## config.mk

```make
export PLATFORM = sky130hd
export DESIGN_NAME = intr_gate
export DESIGN_NICKNAME = d
export VERILOG_FILES = /design/src/rtl/intr_pkg.sv /design/src/rtl/intr_csr_file.sv /design/src/rtl/intr_status_reg.sv /design/src/rtl/intr_elig.sv /design/src/rtl/intr_prio_pick.sv /design/src/rtl/intr_gate.sv
export SDC_FILE = /design/constraint.sdc
export NUM_CORES = 1
export LEC_CHECK = 0
export CAP_MARGIN = 20
export CORE_UTILIZATION = 49
export DETAILED_ROUTE_END_ITERATION = 8
export PLACE_DENSITY = 0.91
export SYNTH_ARGS = -nofsm -noshare
export SYNTH_HDL_FRONTEND = slang
export SYNTH_SLANG_ARGS = --single-unit
```

## constraint.sdc

```tcl
create_clock -name clk -period 5.37 [get_ports clk]
set_input_delay 1.611 -clock clk [delete_from_list [all_inputs] [get_ports clk]]
set_output_delay 1.611 -clock clk [all_outputs]
set_load 0.01 [all_outputs]
```

## src/rtl/intr_pkg.sv

```systemverilog
package intr_pkg;

  typedef enum logic [1:0] {
    LVL_USER  = 2'b00,
    LVL_SUPV  = 2'b01,
    LVL_RSVD  = 2'b10,
    LVL_MACH  = 2'b11
  } level_e;

  typedef enum logic [2:0] {
    SEL_M_PEND = 3'd0,
    SEL_M_EN   = 3'd1,
    SEL_DELEG  = 3'd2,
    SEL_S_PEND = 3'd3,
    SEL_S_EN   = 3'd4
  } csr_sel_e;

  localparam int unsigned NO_RANK = 15;

  // Causes that exist in this unit: software, timer and external at two levels.
  function automatic logic cause_exists(int unsigned idx);
    return (idx == 1) || (idx == 3) || (idx == 5) ||
           (idx == 7) || (idx == 9) || (idx == 11);
  endfunction

  // Lower rank wins: external, then software, then timer; higher bit first.
  function automatic int unsigned cause_rank(int unsigned idx);
    case (idx)
      11:      return 0;
      9:       return 1;
      3:       return 2;
      1:       return 3;
      7:       return 4;
      5:       return 5;
      default: return NO_RANK;
    endcase
  endfunction

  // Replace only the bits of old_v selected by mask with new_v.
  function automatic logic [63:0] merge_under(logic [63:0] old_v,
                                              logic [63:0] new_v,
                                              logic [63:0] mask);
    return (old_v & ~mask) | (new_v & mask);
  endfunction

endpackage

```

## src/rtl/intr_csr_file.sv

```systemverilog
module intr_csr_file
  import intr_pkg::*;
#(
  parameter int unsigned IRQ_W = 16
) (
  input  logic             clk,
  input  logic             rst_n,
  input  logic             wr_en,
  input  logic [2:0]       sel,
  input  logic [IRQ_W-1:0] wdata,
  output logic [IRQ_W-1:0] rdata,
  output logic [IRQ_W-1:0] pend_q,
  output logic [IRQ_W-1:0] en_q,
  output logic [IRQ_W-1:0] deleg_q
);

  logic [IRQ_W-1:0] exist_mask;

  genvar gi;
  generate
    for (gi = 0; gi < IRQ_W; gi++) begin : g_exist
      assign exist_mask[gi] = cause_exists(gi);
    end
  endgenerate

  logic [IRQ_W-1:0] wmask;
  assign wmask = wdata & exist_mask;

  logic [IRQ_W-1:0] pend_d, en_d, deleg_d;

  always_comb begin
    pend_d  = pend_q;
    en_d    = en_q;
    deleg_d = deleg_q;
    if (wr_en) begin
      case (sel)
        SEL_M_PEND: pend_d  = wmask;
        SEL_M_EN:   en_d    = wmask;
        SEL_DELEG:  deleg_d = wmask;
        SEL_S_PEND: pend_d  = IRQ_W'(merge_under(64'(pend_q), 64'(wmask), 64'(deleg_q)));
        SEL_S_EN:   en_d    = IRQ_W'(merge_under(64'(en_q), 64'(wmask), 64'(deleg_q)));
        default: ;
      endcase
    end
  end

  always_ff @(posedge clk or negedge rst_n) begin
    if (!rst_n) begin
      pend_q  <= '0;
      en_q    <= '0;
      deleg_q <= '0;
    end else begin
      pend_q  <= pend_d;
      en_q    <= en_d;
      deleg_q <= deleg_d;
    end
  end

  always_comb begin
    case (sel)
      SEL_M_PEND: rdata = pend_q;
      SEL_M_EN:   rdata = en_q;
      SEL_DELEG:  rdata = deleg_q;
      SEL_S_PEND: rdata = pend_q & deleg_q;
      SEL_S_EN:   rdata = en_q & deleg_q;
      default:    rdata = '0;
    endcase
  end

endmodule

```

## src/rtl/intr_status_reg.sv

```systemverilog
module intr_status_reg
  import intr_pkg::*;
(
  input  logic       clk,
  input  logic       rst_n,
  input  logic       wr_en,
  input  logic [1:0] level_in,
  input  logic       m_gie_in,
  input  logic       s_gie_in,
  output logic [1:0] level_q,
  output logic       m_gie_q,
  output logic       s_gie_q
);

  always_ff @(posedge clk or negedge rst_n) begin
    if (!rst_n) begin
      level_q <= LVL_MACH;
      m_gie_q <= 1'b0;
      s_gie_q <= 1'b0;
    end else if (wr_en) begin
      if (level_in != LVL_RSVD) level_q <= level_in;
      m_gie_q <= m_gie_in;
      s_gie_q <= s_gie_in;
    end
  end

endmodule

```

## src/rtl/intr_elig.sv

```systemverilog
module intr_elig
  import intr_pkg::*;
#(
  parameter int unsigned IRQ_W = 16
) (
  input  logic [1:0]       level,
  input  logic             m_gie,
  input  logic             s_gie,
  input  logic [IRQ_W-1:0] pend,
  input  logic [IRQ_W-1:0] en,
  input  logic [IRQ_W-1:0] deleg,
  output logic             m_open,
  output logic             s_open,
  output logic [IRQ_W-1:0] m_cand,
  output logic [IRQ_W-1:0] s_cand
);

  logic [IRQ_W-1:0] s_pend_view, s_en_view;

  // Global gate: only interrupts aimed at the running level see its enable.
  assign m_open = (level != LVL_MACH) || m_gie;
  assign s_open = (level == LVL_USER) || ((level == LVL_SUPV) && s_gie);

  assign s_pend_view = pend & deleg;
  assign s_en_view   = en & deleg;

  assign m_cand = (pend & en & ~deleg) & {IRQ_W{m_open}};
  assign s_cand = (s_pend_view & s_en_view) & {IRQ_W{s_open}};

endmodule

```

## src/rtl/intr_prio_pick.sv

```systemverilog
module intr_prio_pick
  import intr_pkg::*;
#(
  parameter int unsigned IRQ_W   = 16,
  parameter int unsigned CAUSE_W = $clog2(IRQ_W)
) (
  input  logic [IRQ_W-1:0]   vec,
  output logic               hit,
  output logic [CAUSE_W-1:0] cause
);

  int unsigned best_rank;

  always_comb begin
    best_rank = NO_RANK;
    cause     = '0;
    for (int unsigned i = 0; i < IRQ_W; i++) begin
      if (vec[i] && (cause_rank(i) < best_rank)) begin
        best_rank = cause_rank(i);
        cause     = CAUSE_W'(i);
      end
    end
  end

  assign hit = |vec;

endmodule

```

## src/rtl/intr_gate.sv

```systemverilog
module intr_gate
  import intr_pkg::*;
#(
  parameter int unsigned IRQ_W   = 16,
  parameter int unsigned CAUSE_W = $clog2(IRQ_W)
) (
  input  logic               clk,
  input  logic               rst_n,
  input  logic               st_wr_en,
  input  logic [1:0]         st_level,
  input  logic               st_m_gie,
  input  logic               st_s_gie,
  input  logic               csr_wr_en,
  input  logic [2:0]         csr_sel,
  input  logic [IRQ_W-1:0]   csr_wdata,
  output logic [IRQ_W-1:0]   csr_rdata,
  output logic               take_irq,
  output logic [1:0]         take_target,
  output logic [CAUSE_W-1:0] take_cause
);

  logic [IRQ_W-1:0]   pend_q, en_q, deleg_q;
  logic [1:0]         level_q;
  logic               m_gie_q, s_gie_q;
  logic               m_open, s_open;
  logic [IRQ_W-1:0]   m_cand, s_cand;
  logic               m_hit, s_hit;
  logic [CAUSE_W-1:0] m_cause, s_cause;

  intr_csr_file #(.IRQ_W(IRQ_W)) u_csr (
    .clk(clk), .rst_n(rst_n), .wr_en(csr_wr_en), .sel(csr_sel),
    .wdata(csr_wdata), .rdata(csr_rdata),
    .pend_q(pend_q), .en_q(en_q), .deleg_q(deleg_q)
  );

  intr_status_reg u_stat (
    .clk(clk), .rst_n(rst_n), .wr_en(st_wr_en), .level_in(st_level),
    .m_gie_in(st_m_gie), .s_gie_in(st_s_gie),
    .level_q(level_q), .m_gie_q(m_gie_q), .s_gie_q(s_gie_q)
  );

  intr_elig #(.IRQ_W(IRQ_W)) u_elig (
    .level(level_q), .m_gie(m_gie_q), .s_gie(s_gie_q),
    .pend(pend_q), .en(en_q), .deleg(deleg_q),
    .m_open(m_open), .s_open(s_open), .m_cand(m_cand), .s_cand(s_cand)
  );

  intr_prio_pick #(.IRQ_W(IRQ_W), .CAUSE_W(CAUSE_W)) u_pick_m (
    .vec(m_cand), .hit(m_hit), .cause(m_cause)
  );

  intr_prio_pick #(.IRQ_W(IRQ_W), .CAUSE_W(CAUSE_W)) u_pick_s (
    .vec(s_cand), .hit(s_hit), .cause(s_cause)
  );

  // Machine-level candidates win over any supervisor-level candidate.
  always_comb begin
    take_irq    = m_hit || s_hit;
    take_target = LVL_MACH;
    take_cause  = '0;
    if (m_hit) begin
      take_cause = m_cause;
    end else if (s_hit) begin
      take_target = LVL_SUPV;
      take_cause  = s_cause;
    end
  end

endmodule

```

==> impl_results.md <==
* Status: finished, violations left
* Failing checks: DRC
* DR vias/cell at 5.782
* Setup crit start: csr_sel[0]
* Clock-pin slew on the worst setup and hold paths at 0.11 ns
* Hold crit path type: reg2reg
* Ys Warns at 0
* Leakage at about 0.00079 uW
* Maxcap violations at 0
* Worst Skew at 0.005509 ns
* Number of CTS-inserted buffers at 3
* VDD IR max at roughly 0.19 mV
* Most common cell after layout, fill and taps aside: clkdlybuf4s50_1
* Critical path cell sequence: clkdlybuf4s50_1, buf_4, mux2i_1, nor2_1, a31oi_1, o22ai_1, clkdlybuf4s50_1
* Switching power at 201.0 uW
* Clock power frac at 15.1%
* Fin. Hold Viols at 0
* Filler Cell Count at 241
* Power Dens Cells at 315.2 mW/mm^2
* DIE HEIGHT at 57.88 um
* Int Pwr at 385.0 uW
* Gp weighted congestion at 0.7871
* CP endpoint: csr_rdata[5]
* Switching share of power at 34.31%
* Slew Viols, Final at 0
* Starting Density at a little over half
* CTS tree: yes
* Fin crit share at between 90% and 100%
* Root Driver: clkbuf_4
* Register area share after synthesis at 36.14%
* Number of global-route vias before repair at 1084
* Most used cell, CP: clkdlybuf4s50_1
* Synthesis-to-layout area growth at 21.50%
* # setup viols final at 0
* Post-CTS setup repair buffer count at 0
* Synth area leaders: dfrtp_1 33%, mux2_2 14%, buf_4 5.9%, o21ai_0 4.6%, nand3b_1 4.4%
* Die ar. at 0.003350 mm^2
* CORE AREA at ~0.0029 mm^2
* Chip width at 57.88 um
* Via count at 1301
* Net count, final at around 220
* Pre-antenna DRT Iters at 6
* GR Overflow Total at 0
* Input/output buffers at 28
* First-pass GRT wire length at 5099 um
* Routed Antenna Nets at 0
* Sequential share of power at a little over two fifths
* Mapped Area at 0.001530 mm^2
* Critical path type: in2out
* Critical-path top delay cell: clkdlybuf4s50_1
* Syn_area_per_cell at 9.218 um^2
* Post-CTS sizing at 0
* Launching point of the worst reg2reg path: u_csr.deleg_q[9]$_DFFE_PN0P_
* Max frequency at 201.6 MHz
* Highest-count cells in the layout ignoring fill and taps: 28 x clkdlybuf4s50_1, 20 x dfrtp_1, 19 x mux2_2, 16 x nand2_1, 14 x o21ai_0
* CP peak stage delay at 0.51 ns
* DRC at 4
* Worst setup EP type: primary output
* Reg2reg end: u_csr.pend_q[9]$_DFFE_PN0P_
* Combinational power share at 41.7%
* 1st-iter DRT viols at 61
* Hold Buf Count CTS at 0
* Rows at 19
* Synth area leader: dfrtp_1
* Yosys reg bits at 22
* Share of cells above drive strength 1 at 18.04%
* GRT Total Usage at around a fifth
* Initial antenna violation count at 0
* Worst-skew pair later-pin latency at 0.30 ns
* Synth Instances at 166
* Final wirelength at 3122 um
* Critical Path AT at 3.35 ns
* Wire per inst at 13.88 um
* Final Util at 65.18%
* Required time of the critical path at between 3 and 4 ns
* Clock period minus worst slack at 4.959 ns
* DP HPWL at about 2300 um
* CTS Buffer Depth at 2
* Crit Path Max Fanout at 16
* Htree depth at 1
* Synth top area share at 32.71%
* RSZ-0062 raised after global routing: false
* FF-to-FF path depth at 2
* Startpoint types: input port
* # diodes at 0
* Netlist cell types at 35
* Largest net degree at the start of global routing at 23
* Setup TNS at 0 ns
* I/O pin total at 50
* Clock sink count at 22
* R2R Setup Slk at 4.21 ns
-- final cells by class --
cell class              count  area [um^2]  share of cell area (%)
inverters                   3        11.26                  0.6057
multi-input cells         132        882.1                   47.44
repair buffers             33        337.8                   18.17
well taps                  31        38.79                   2.086
clock buffers               4        36.28                   1.952
flip-flops and latches     22        553.0                   29.74
-- flip-flops by register name, summed over array words and instances (netlist names) --
register        cells
u_csr.deleg_q       6
u_csr.en_q          6
u_stat.s_gie_q      1
u_csr.pend_q        6
u_stat.level_q      2
u_stat.m_gie_q      1
-- Yosys cell counts (all sizes together) --
master	number
nor3b	2
and3b	1
nor2	8
nand2b	7
mux2i	6
clkbuf	1
xnor2	1
nand3b	9
a21o	1
a31oi	6
a21oi	4
nor4bb	1
xor2	1
and3	4
inv	3
or4	1
buf	17
dfrtp	20
o22ai	6
dfstp	2
a22o	1
o21ai	19
nand4	1
nand3	3
a22oi	1
nor3	1
o221ai	1
o32ai	1
conb	2
mux2	19
nand2	16
-- metal layers --
metal | vias to the layer above | GRT usage (%) | wire length, um | share of wire, %
met5 | - | 0 | 0 | 0
met4 | 0 | 3.061 | 0 | 0
met3 | 0 | 2.009 | 184 | 5.9
met2 | 50 | 30.05 | 1498 | 48
met1 | 616 | 30.12 | 1439 | 46
li1 | 635 | - | - | -
-- through the flow --
step / setup WS, ns / power (uW) / area (um^2) / hold slack (ns) / cells
after floorplan: 1.246 / 402.3 / 1564 / 0.4713 / 175
after global placement: 0.4309 / 486.8 / 1795 / 0.4837 / 220
after detailed placement: 0.4072 / 496.5 / 1795 / 0.4872 / 220
after CTS: 0.4118 / 585.0 / 1832 / 0.5136 / 224
after global routing: 0.2944 / 626.6 / 1859 / 0.5459 / 225
final: 0.4106 / 586.0 / 1859 / 0.5106 / 225
-- worst max-delay path: cells and delay by family --
family,cells,cell delay (ns)
buffers and inverters,3,1.24
AO/OA/AOI/OAI,2,0.24
multiplexers,1,0.21
AND/OR/NAND/NOR,1,0.05
-- power groups by stage --
stage,sequential (uW),combinational [uW],clock [uW]
after detailed placement,255,241,0
after CTS,252,242,90.7
after floorplan,241,162,0
after global routing,261,267,97.8
final,253,244,88.2
after global placement,251,236,0
-- worst min-delay path by stage --
| stage | endpoint | from | cells past startpoint | slack (ns) |
|---|---|---|---|---|
| 3_3_place_gp | u_stat.m_gie_q$_DFFE_PN0P_ | u_stat.m_gie_q$_DFFE_PN0P_ | 1 | 0.48 |
| 2_1_floorplan | u_stat.m_gie_q$_DFFE_PN0P_ | u_stat.m_gie_q$_DFFE_PN0P_ | 1 | 0.47 |
| 4_1_cts | u_stat.m_gie_q$_DFFE_PN0P_ | u_stat.m_gie_q$_DFFE_PN0P_ | 1 | 0.51 |
| 3_5_place_dp | u_stat.m_gie_q$_DFFE_PN0P_ | u_stat.m_gie_q$_DFFE_PN0P_ | 1 | 0.49 |
| 5_1_grt | u_stat.m_gie_q$_DFFE_PN0P_ | u_stat.m_gie_q$_DFFE_PN0P_ | 1 | 0.55 |
| 6_report | u_stat.m_gie_q$_DFFE_PN0P_ | u_stat.m_gie_q$_DFFE_PN0P_ | 1 | 0.51 |
-- logic make-up (layout without fill, tap and decap cells) --
logic type      after synthesis  in the layout  synth area share, %
compound gates               40             40                15.13
buf+inv                      21             40                8.422
xor+xnor                      2              2                1.145
flops                        22             22                36.14
simple gates                 54             54                20.77
mux                          25             25                17.91
other cells                   2             11               0.4908
Power figures use the tool's default switching activity.
